`config.mk`:
```
export PLATFORM = sky130hd
export DESIGN_NAME = hpt_walker
export DESIGN_NICKNAME = d
export VERILOG_FILES = /design/src/rtl/hpt_pkg.sv /design/src/rtl/hpt_hash.sv /design/src/rtl/hpt_match.sv /design/src/rtl/hpt_ctrl.sv /design/src/rtl/hpt_walker.sv
export SDC_FILE = /design/constraint.sdc
export NUM_CORES = 1
export LEC_CHECK = 0
export BUFFER_PORTS_ARGS = -buffer_cell sky130_fd_sc_hd__buf_2
export CORE_UTILIZATION = 46
export DETAILED_ROUTE_END_ITERATION = 7
export GPL_TIMING_DRIVEN = 0
export PLACE_DENSITY = 0.81
export SYNTH_ARGS = -nofsm -noshare
export SYNTH_HDL_FRONTEND = slang
export SYNTH_SLANG_ARGS = --single-unit
export TNS_END_PERCENT = 1
```
`constraint.sdc`:
```
create_clock -name clk -period 4.9 [get_ports clk]
set_clock_uncertainty 0.15 [all_clocks]
set_input_delay 1.225 -clock clk [delete_from_list [all_inputs] [get_ports clk]]
set_output_delay 1.225 -clock clk [all_outputs]
set_load 0.02 [all_outputs]
```
`src/rtl/hpt_pkg.sv`:
```
package hpt_pkg;
  typedef enum logic [0:0] {
    ST_IDLE = 1'b0,
    ST_WAIT = 1'b1
  } walk_state_t;
endpackage

```
`src/rtl/hpt_hash.sv`:
```
module hpt_hash #(
  parameter int VPN_W     = 16,
  parameter int SLOT_BITS = 4
) (
  input  logic [VPN_W-1:0]     vpn,
  output logic [SLOT_BITS-1:0] prim_slot,
  output logic [SLOT_BITS-1:0] alt_slot
);
  localparam int HALF = VPN_W / 2;

  logic [HALF-1:0] folded;

  always_comb begin
    folded    = vpn[VPN_W-1 -: HALF] ^ vpn[HALF-1:0];
    prim_slot = folded[SLOT_BITS-1:0];
    alt_slot  = ~folded[SLOT_BITS-1:0];
  end

  initial begin
    if (VPN_W % 2 != 0) $error("VPN_W must be even");
    if (SLOT_BITS > HALF) $error("SLOT_BITS exceeds folded width");
  end
endmodule

```
`src/rtl/hpt_match.sv`:
```
module hpt_match #(
  parameter int VPN_W = 16,
  parameter int PID_W = 4,
  parameter int PPN_W = 12,
  localparam int ENT_W = 1 + PID_W + VPN_W + PPN_W
) (
  input  logic [ENT_W-1:0] word,
  input  logic [VPN_W-1:0] vpn,
  input  logic [PID_W-1:0] pid,
  output logic             hit,
  output logic [PPN_W-1:0] ppn
);
  logic             e_valid;
  logic [PID_W-1:0] e_pid;
  logic [VPN_W-1:0] e_vpn;

  always_comb begin
    e_valid = word[ENT_W-1];
    e_pid   = word[PPN_W+VPN_W +: PID_W];
    e_vpn   = word[PPN_W +: VPN_W];
    ppn     = word[PPN_W-1:0];
    // invalid entries are skipped: no tag comparison contributes
    hit     = e_valid && (e_vpn == vpn) && (e_pid == pid);
  end
endmodule

```
`src/rtl/hpt_ctrl.sv`:
```
module hpt_ctrl
  import hpt_pkg::*;
#(
  parameter int VPN_W     = 16,
  parameter int PID_W     = 4,
  parameter int PPN_W     = 12,
  parameter int ADDR_W    = 10,
  parameter int SLOT_BITS = 4,
  parameter int WAYS      = 8,
  localparam int IDX_W    = $clog2(WAYS)
) (
  input  logic                 clk,
  input  logic                 rst,
  input  logic                 req_valid,
  output logic                 req_ready,
  input  logic [VPN_W-1:0]     req_vpn,
  input  logic [PID_W-1:0]     req_pid,
  input  logic [ADDR_W-1:0]    req_base,
  input  logic [SLOT_BITS-1:0] hash_prim,
  input  logic [SLOT_BITS-1:0] hash_alt,
  output logic [VPN_W-1:0]     cur_vpn,
  output logic [PID_W-1:0]     cur_pid,
  output logic                 mem_req,
  output logic [ADDR_W-1:0]    mem_addr,
  input  logic                 mem_rsp_valid,
  input  logic                 ent_hit,
  input  logic [PPN_W-1:0]     ent_ppn,
  output logic                 res_valid,
  output logic                 res_hit,
  output logic [PPN_W-1:0]     res_ppn,
  output logic [SLOT_BITS-1:0] res_slot,
  output logic [IDX_W-1:0]     res_idx,
  output logic                 res_alt
);
  localparam logic [IDX_W-1:0] LAST_IDX = IDX_W'(WAYS - 1);

  walk_state_t          state;
  logic [ADDR_W-1:0]    base_q;
  logic [SLOT_BITS-1:0] slot_q;
  logic [SLOT_BITS-1:0] alt_q;
  logic [IDX_W-1:0]     idx_q;
  logic                 second_q;
  logic [IDX_W-1:0]     idx_nxt;

  assign req_ready = (state == ST_IDLE);
  assign idx_nxt   = idx_q + 1'b1;

  function automatic logic [ADDR_W-1:0] word_addr(
    input logic [ADDR_W-1:0] b, input logic [SLOT_BITS-1:0] s, input logic [IDX_W-1:0] i);
    return b + ADDR_W'({s, i});
  endfunction

  always_ff @(posedge clk) begin
    if (rst) begin
      state     <= ST_IDLE;
      mem_req   <= 1'b0;
      mem_addr  <= '0;
      res_valid <= 1'b0;
      res_hit   <= 1'b0;
      res_ppn   <= '0;
      res_slot  <= '0;
      res_idx   <= '0;
      res_alt   <= 1'b0;
      base_q    <= '0;
      slot_q    <= '0;
      alt_q     <= '0;
      idx_q     <= '0;
      second_q  <= 1'b0;
      cur_vpn   <= '0;
      cur_pid   <= '0;
    end else begin
      mem_req   <= 1'b0;
      res_valid <= 1'b0;
      case (state)
        ST_IDLE: begin
          if (req_valid) begin
            cur_vpn  <= req_vpn;
            cur_pid  <= req_pid;
            base_q   <= req_base;
            slot_q   <= hash_prim;
            alt_q    <= hash_alt;
            idx_q    <= '0;
            second_q <= 1'b0;
            mem_req  <= 1'b1;
            mem_addr <= word_addr(req_base, hash_prim, '0);
            state    <= ST_WAIT;
          end
        end
        default: begin
          if (mem_rsp_valid) begin
            if (ent_hit) begin
              res_valid <= 1'b1;
              res_hit   <= 1'b1;
              res_ppn   <= ent_ppn;
              res_slot  <= slot_q;
              res_idx   <= idx_q;
              res_alt   <= second_q;
              state     <= ST_IDLE;
            end else if (idx_q == LAST_IDX) begin
              if (!second_q) begin
                second_q <= 1'b1;
                slot_q   <= alt_q;
                idx_q    <= '0;
                mem_req  <= 1'b1;
                mem_addr <= word_addr(base_q, alt_q, '0);
              end else begin
                res_valid <= 1'b1;
                res_hit   <= 1'b0;
                res_ppn   <= '0;
                res_slot  <= slot_q;
                res_idx   <= idx_q;
                res_alt   <= 1'b1;
                state     <= ST_IDLE;
              end
            end else begin
              idx_q    <= idx_nxt;
              mem_req  <= 1'b1;
              mem_addr <= word_addr(base_q, slot_q, idx_nxt);
            end
          end
        end
      endcase
    end
  end

  // a read request lasts exactly one cycle
  p_req_pulse_r3: assert property (@(posedge clk) disable iff (rst)
    mem_req |=> !mem_req);

  // responses only arrive while a read is outstanding
  p_rsp_when_busy_r3: assert property (@(posedge clk) disable iff (rst)
    mem_rsp_valid |-> (state == ST_WAIT) && !mem_req);

  // the result is a single-cycle pulse
  p_res_pulse_r9: assert property (@(posedge clk) disable iff (rst)
    res_valid |=> !res_valid);

  initial begin
    if ((1 << IDX_W) != WAYS) $error("WAYS must be a power of two");
    if (SLOT_BITS + IDX_W > ADDR_W) $error("table does not fit address");
  end
endmodule

```
`src/rtl/hpt_walker.sv`:
```
module hpt_walker #(
  parameter int VPN_W     = 16,
  parameter int PID_W     = 4,
  parameter int PPN_W     = 12,
  parameter int ADDR_W    = 10,
  parameter int SLOT_BITS = 4,
  parameter int WAYS      = 8,
  localparam int IDX_W    = $clog2(WAYS),
  localparam int ENT_W    = 1 + PID_W + VPN_W + PPN_W
) (
  input  logic                 clk,
  input  logic                 rst,
  input  logic                 req_valid,
  output logic                 req_ready,
  input  logic [VPN_W-1:0]     req_vpn,
  input  logic [PID_W-1:0]     req_pid,
  input  logic [ADDR_W-1:0]    req_base,
  output logic                 mem_req,
  output logic [ADDR_W-1:0]    mem_addr,
  input  logic                 mem_rsp_valid,
  input  logic [ENT_W-1:0]     mem_rsp_data,
  output logic                 res_valid,
  output logic                 res_hit,
  output logic [PPN_W-1:0]     res_ppn,
  output logic [SLOT_BITS-1:0] res_slot,
  output logic [IDX_W-1:0]     res_idx,
  output logic                 res_alt
);
  logic [SLOT_BITS-1:0] hash_prim, hash_alt;
  logic [VPN_W-1:0]     cur_vpn;
  logic [PID_W-1:0]     cur_pid;
  logic                 ent_hit;
  logic [PPN_W-1:0]     ent_ppn;

  hpt_hash #(.VPN_W(VPN_W), .SLOT_BITS(SLOT_BITS)) u_hash (
    .vpn(req_vpn), .prim_slot(hash_prim), .alt_slot(hash_alt)
  );

  hpt_match #(.VPN_W(VPN_W), .PID_W(PID_W), .PPN_W(PPN_W)) u_match (
    .word(mem_rsp_data), .vpn(cur_vpn), .pid(cur_pid),
    .hit(ent_hit), .ppn(ent_ppn)
  );

  hpt_ctrl #(
    .VPN_W(VPN_W), .PID_W(PID_W), .PPN_W(PPN_W), .ADDR_W(ADDR_W),
    .SLOT_BITS(SLOT_BITS), .WAYS(WAYS)
  ) u_ctrl (
    .clk(clk), .rst(rst),
    .req_valid(req_valid), .req_ready(req_ready),
    .req_vpn(req_vpn), .req_pid(req_pid), .req_base(req_base),
    .hash_prim(hash_prim), .hash_alt(hash_alt),
    .cur_vpn(cur_vpn), .cur_pid(cur_pid),
    .mem_req(mem_req), .mem_addr(mem_addr), .mem_rsp_valid(mem_rsp_valid),
    .ent_hit(ent_hit), .ent_ppn(ent_ppn),
    .res_valid(res_valid), .res_hit(res_hit), .res_ppn(res_ppn),
    .res_slot(res_slot), .res_idx(res_idx), .res_alt(res_alt)
  );

  // a miss is only reported at the last entry of the alternate slot
  p_miss_end_r7: assert property (@(posedge clk) disable iff (rst)
    (res_valid && !res_hit) |-> (res_alt && res_idx == IDX_W'(WAYS - 1)));

  // an accepted request starts a memory read on the next cycle
  p_accept_issue_r3: assert property (@(posedge clk) disable iff (rst)
    (req_valid && req_ready) |=> mem_req);

  // no read is pending while the engine reports itself idle
  p_ready_idle_r9: assert property (@(posedge clk) disable iff (rst)
    mem_req |-> !req_ready);
endmodule

```
* Word-level counts from Yosys, hierarchy flattened
Cells that the tools add are included.
Cells by class: shift operators 0, $add $sub $neg 4, divide/modulo/power cells 0, equal/unequal tests 8, mux-type cells 49, reductions and logical operators 11, $mul 0, magnitude comparators 0, bitwise logic cells 4
Operators by type and width (number):
- $mux W10 | 6
- $mux W12 | 3
- $mux W4 | 9
- $add A10 B7 Y10 | 3
- $mux W3 | 9
- $mux W1 | 22
- $eq A16 B16 Y1 | 1
- $reduce_and A4 Y1 | 3
- $ne A2 B2 Y1 const B | 4
- $reduce_bool A2 Y1 | 3
- $reduce_and A5 Y1 | 1
- $eq A4 B4 Y1 | 1
- $not A4 Y4 | 1
- $xor A4 B4 Y4 | 1
- $add A3 B1 Y3 const B | 1
- $eq A3 B3 Y1 const B | 1
- $ne A3 B3 Y1 const B | 1
- $reduce_or A3 Y1 | 1
- $logic_and A1 B1 Y1 | 2
- $not A1 Y1 | 2
- $reduce_and A2 Y1 | 1
Word-level totals: memories kept 0, input port bits 67, memory bits (read-only) 0, logic and storage cells 92, bits in registers 76, bits in latches 0, memory bits (writable) 0

* Logic depth before layout (Yosys ltp)
depth in word-level cells 6, mapped depth 11

* Hierarchy
Synthesis repeated with hierarchy kept, for this count alone.
Second synthesis, totals: cell total of the unflattened synthesis 472, area, all modules 4031.4 sq um
By module, submodules not included:
- hpt_ctrl | area each 3647.2 sq um, cells each 425, times used 1, seq. area each 1521.5 sq um
- hpt_match | area each 314.1 sq um, cells each 39, times used 1, seq. area each 0.0 sq um
- hpt_hash | area each 70.1 sq um, cells each 8, times used 1, seq. area each 0.0 sq um

* Worst setup path after synthesis
OpenSTA, ideal clock, no wires.
path type input to register, start point in req_vpn[0], end point reg u_ctrl.mem_addr[9], arrival time 2849 ps, stages 10, slack 1769 ps, data required time 4618 ps, path buffers 0, library setup time 132 ps, cells stage by stage xnor2_1 inv_1 ha_1 fa_1 a21o_1 a21oi_1 nor2_1 xor2_1 o211ai_1 a21oi_1
Between the ends: word-level cells in the longest chain between the ends 4
Ends and longest elaborated chain:
- from (decl) | line hpt_walker.sv:15 | input logic [VPN_W-1:0] req_vpn,
- $xor A4 B4 Y4 | line hpt_hash.sv:14 | folded = vpn[VPN_W-1 -: HALF] ^ vpn[HALF-1:0];
- $add A10 B7 Y10 | line hpt_ctrl.sv:50 | return b + ADDR_W'({s, i});
- $mux W10 | line hpt_ctrl.sv:76 | if (req_valid) begin
- $mux W10 | line hpt_ctrl.sv:74 | case (state)
- to (signal assigned) | line hpt_ctrl.sv:85 | mem_addr <= word_addr(req_base, hash_prim, '0);
- to (signal assigned) | line hpt_ctrl.sv:105 | mem_addr <= word_addr(base_q, alt_q, '0);
- to (signal assigned) | line hpt_ctrl.sv:118 | mem_addr <= word_addr(base_q, slot_q, idx_nxt);
- to (decl) | line hpt_ctrl.sv:24 | output logic [ADDR_W-1:0] mem_addr,
Every way passes these cells. The select of a mux whose other input is x is not followed. A chain may end at the register's enable or synchronous reset.

* Worst setup path in the final report
Same ends and word-level chain as after synthesis.

==> out/results.txt <==
layout-stage area growth over the synthesis result: 22.5%
Critical Setup Path Class: in2reg
Post-Syn Instances: 451
CTS H-tree depth: 3
min-delay worst type: reg2reg
Worst Setup SP: req_vpn[0]
number of violations of the max-capacitance limit: 0
storage element area: 1520 um^2
proportion of power drawn by combinational gates: 16.5%
EDFF count, synth: 0
ports placed on the boundary: 101
post-cts hold buffer count: 0
cells taking the most area after synthesis: dfxtp_1 (40%), nand2_1 (9.7%), a21oi_1 (7.0%)
Cell variety after synth: 42
GRT Residual Overflow: 0
net switching power figure: 405 uW
Data arrival, critical path: 3.51 ns
routing usage on met1: 30.7%
wire length of the first global-routing pass: 16000 um
clock period minus final worst setup slack: 3.43 ns
DP HPWL: 7620 um
CTS tree: done
met3 routing resource usage after global routing: 6.08%
biggest area consumer among synthesized cells: dfxtp_1
final critical-path share of the clock period: 70.0%
die area: 8580 um^2
total CTS buffers: 9
Reg-to-Reg Start: u_ctrl.idx_q[0]$_SDFFE_PP0P_
switching share of power: 27.9%
setup repair after global routing missed its margin: false
kind of start point of the critical path: input pin
met2 capacity usage during global routing: 40.8%
Initial Util: 48.1%
initial antenna violation count: 0
combined area of the multi-input logic cells: 2080 um^2
Routed wire per std cell: 15.1 um
clock slew at reported path FFs: 0.08 ns
total negative setup slack: 0 ns
Root Driver: clkbuf_8
total internal power: 1.05 mW
initial DRC count: 210
worst-case clock buffer depth: 2
Die Height: 92.6 um
final design utilization: 58.9%
total nets after synthesis: 538
CORE AREA: 7850 um^2
count of yosys warnings during synthesis: 0
Post-CTS Setup Repair Bufs: 0
number of clock sinks: 76
share of synthesized flip-flops with an asynchronous set or reset: 0%
top flip-flop cell by instance count after synthesis: dfxtp_1
most frequent cells after synthesis: nand2_1 (98), dfxtp_1 (76), a21oi_1 (53), nor2_1 (22), xnor2_1 (21)
number of inserted filler cells in the final layout: 732
power density of the placed cells: 314 nW/um^2
Top Usage Layer GRT: met2
number of global-route vias before repair: 3330
total count of max-transition violations in the final report: 0
status: complete, no violations
FF+latch count, synth: 76
Worst-Margin Slew: 0.680 ns
sequential-to-total area share from yosys stat: 40.3%
relative slew slack: 54.4%
crit end category: flop
cts repair resizes: 0
DRC viols: 0
cell with the most instances after synthesis: nand2_1
Critical Path RT: 4.98 ns
site row count: 32
last weighted congestion value of the routability-driven placer: 0.925
combined area of all synthesized cells: 3780 um^2
Global Route Usage Sum: 24.3%
sequential group share of total power: 45.9%
die width: 92.6 um
antenna-violating nets left: 0
antenna cells: 0
leak pwr: 1.99 nW
Post-layout nets: 648
proportion of layout cells with a drive suffix above 1: 21.7%
Post-Route WL: 10100 um
Mapped Avg Cell Area: 8.38 um^2
part of the total power dissipated in the clock network: 37.6%
Critical Path Fanout Max: 3
Fmax achieved: 0.292 GHz
iteration count of the initial detailed-routing pass: 4
maximum number of pins on one net before global-route repair: 14
final hold violation count: 0
clock network latency to the later pin of the worst-skew pair: 0.36 ns
number of failing setup endpoints in the final timing report: 0
top cell type's share of synthesized area: 40.3%
Buffers on Ports: 99
via/cell ratio: 5.27
peak supply drop: 0.000154 V
worst hold path startpoint: u_ctrl.mem_addr[0]$_SDFFE_PP0P_
number of vias in the routed layout: 3521
[worst max-delay path, cell delays in order]
cell and delay (ns):
buf_2 0.11, xnor2_1 0.43, inv_1 0.09, ha_1 0.23, fa_1 0.44, a21o_1 0.19
a21oi_1 0.23, nor2_1 0.10, xor2_1 0.14, o211ai_1 0.21, a21oi_1 0.10
[registers in the layout, summed over array words and instances, names as in the netlist]
signal            flops
u_ctrl.cur_vpn       16
u_ctrl.res_ppn       12
u_ctrl.base_q        10
u_ctrl.mem_addr      10
u_ctrl.alt_q          4
u_ctrl.cur_pid        4
u_ctrl.res_slot       4
u_ctrl.slot_q         4
u_ctrl.idx_q          3
u_ctrl.res_idx        3
u_ctrl.mem_req        1
u_ctrl.res_alt        1
u_ctrl.res_hit        1
u_ctrl.res_valid      1
u_ctrl.second_q       1
u_ctrl.state          1
[cell families after synthesis]
kind of cell | share of synthesized area (%)
fa+ha+maj | 7.22
flops | 40.3
compound gates | 18.9
mux | 3.71
buf+inv | 4.57
simple gates | 17.4
xor+xnor | 7.88
[routing by layer]
metal | wire, um | vias up | share of wire (%)
met1 | 4530 | 1618 | 45
met5 | 0 | - | 0
met4 | 201 | 0 | 2.0
li1 | - | 1763 | -
met3 | 618 | 18 | 6.1
met2 | 4740 | 122 | 47
[final timing paths]
kind,to,slack (ns),cells past startpoint
worst min-delay path,u_ctrl.mem_addr[0]$_SDFFE_PP0P_,0.30,2
worst max-delay path,u_ctrl.mem_addr[9]$_SDFFE_PP0P_,1.47,11
worst min register to register,u_ctrl.mem_addr[0]$_SDFFE_PP0P_,0.30,2
worst max register to register,u_ctrl.mem_addr[8]$_SDFFE_PP0P_,2.23,10
[final cells by class]
cell class	count	area share (%)
Buffer	25	2.35
Clock buffer	11	3.06
Clock inverter	5	1.81
Inverter	17	1.38
Multi-Input combinational cell	333	45.0
Sequential cell	76	32.9
Tap cell	102	2.76
Timing Repair Buffer	99	10.7
[power by group through the flow]
| stage | Sequential, mW | Clock [mW] | Combinational [mW] |
|---|---|---|---|
| floorplan | 0.687 | 0 | 0.142 |
| global placement | 0.679 | 0 | 0.230 |
| detailed placement | 0.681 | 0 | 0.235 |
| CTS | 0.666 | 0.551 | 0.238 |
| global route | 0.670 | 0.573 | 0.267 |
| finish | 0.666 | 0.546 | 0.239 |
[cell usage in the layout, fill, tap and decap left out, types with 3 or more instances in the layout]
master      n
nor2_1     22
dfxtp_1    76
o21a_1      3
mux2i_1    14
fa_1        3
a21o_1      4
nor3_1      6
a22o_1     12
nand2_1    98
o211ai_1    9
inv_1      17
a211oi_1    4
o21ai_0    13
xnor2_1    21
nand3_1     4
buf_2     102
clkbuf_1   20
xor2_1     13
clkbuf_8   10
nor2b_1     7
o311ai_0    3
a21oi_1    53
ha_1       17
nand4_1     5
[metrics by stage]
stage	total power [mW]	std cells	setup slack (ns)	area [um^2]	hold WS, ns
2_1_floorplan	0.829	451	1.77	3780	0.298
3_3_place_gp	0.909	652	1.16	4400	0.281
3_5_place_dp	0.916	652	1.13	4400	0.291
4_1_cts	1.45	668	1.49	4630	0.302
5_1_grt	1.51	668	1.22	4630	0.327
6_report	1.45	668	1.47	4630	0.299
(Power assumes the default switching activity.)
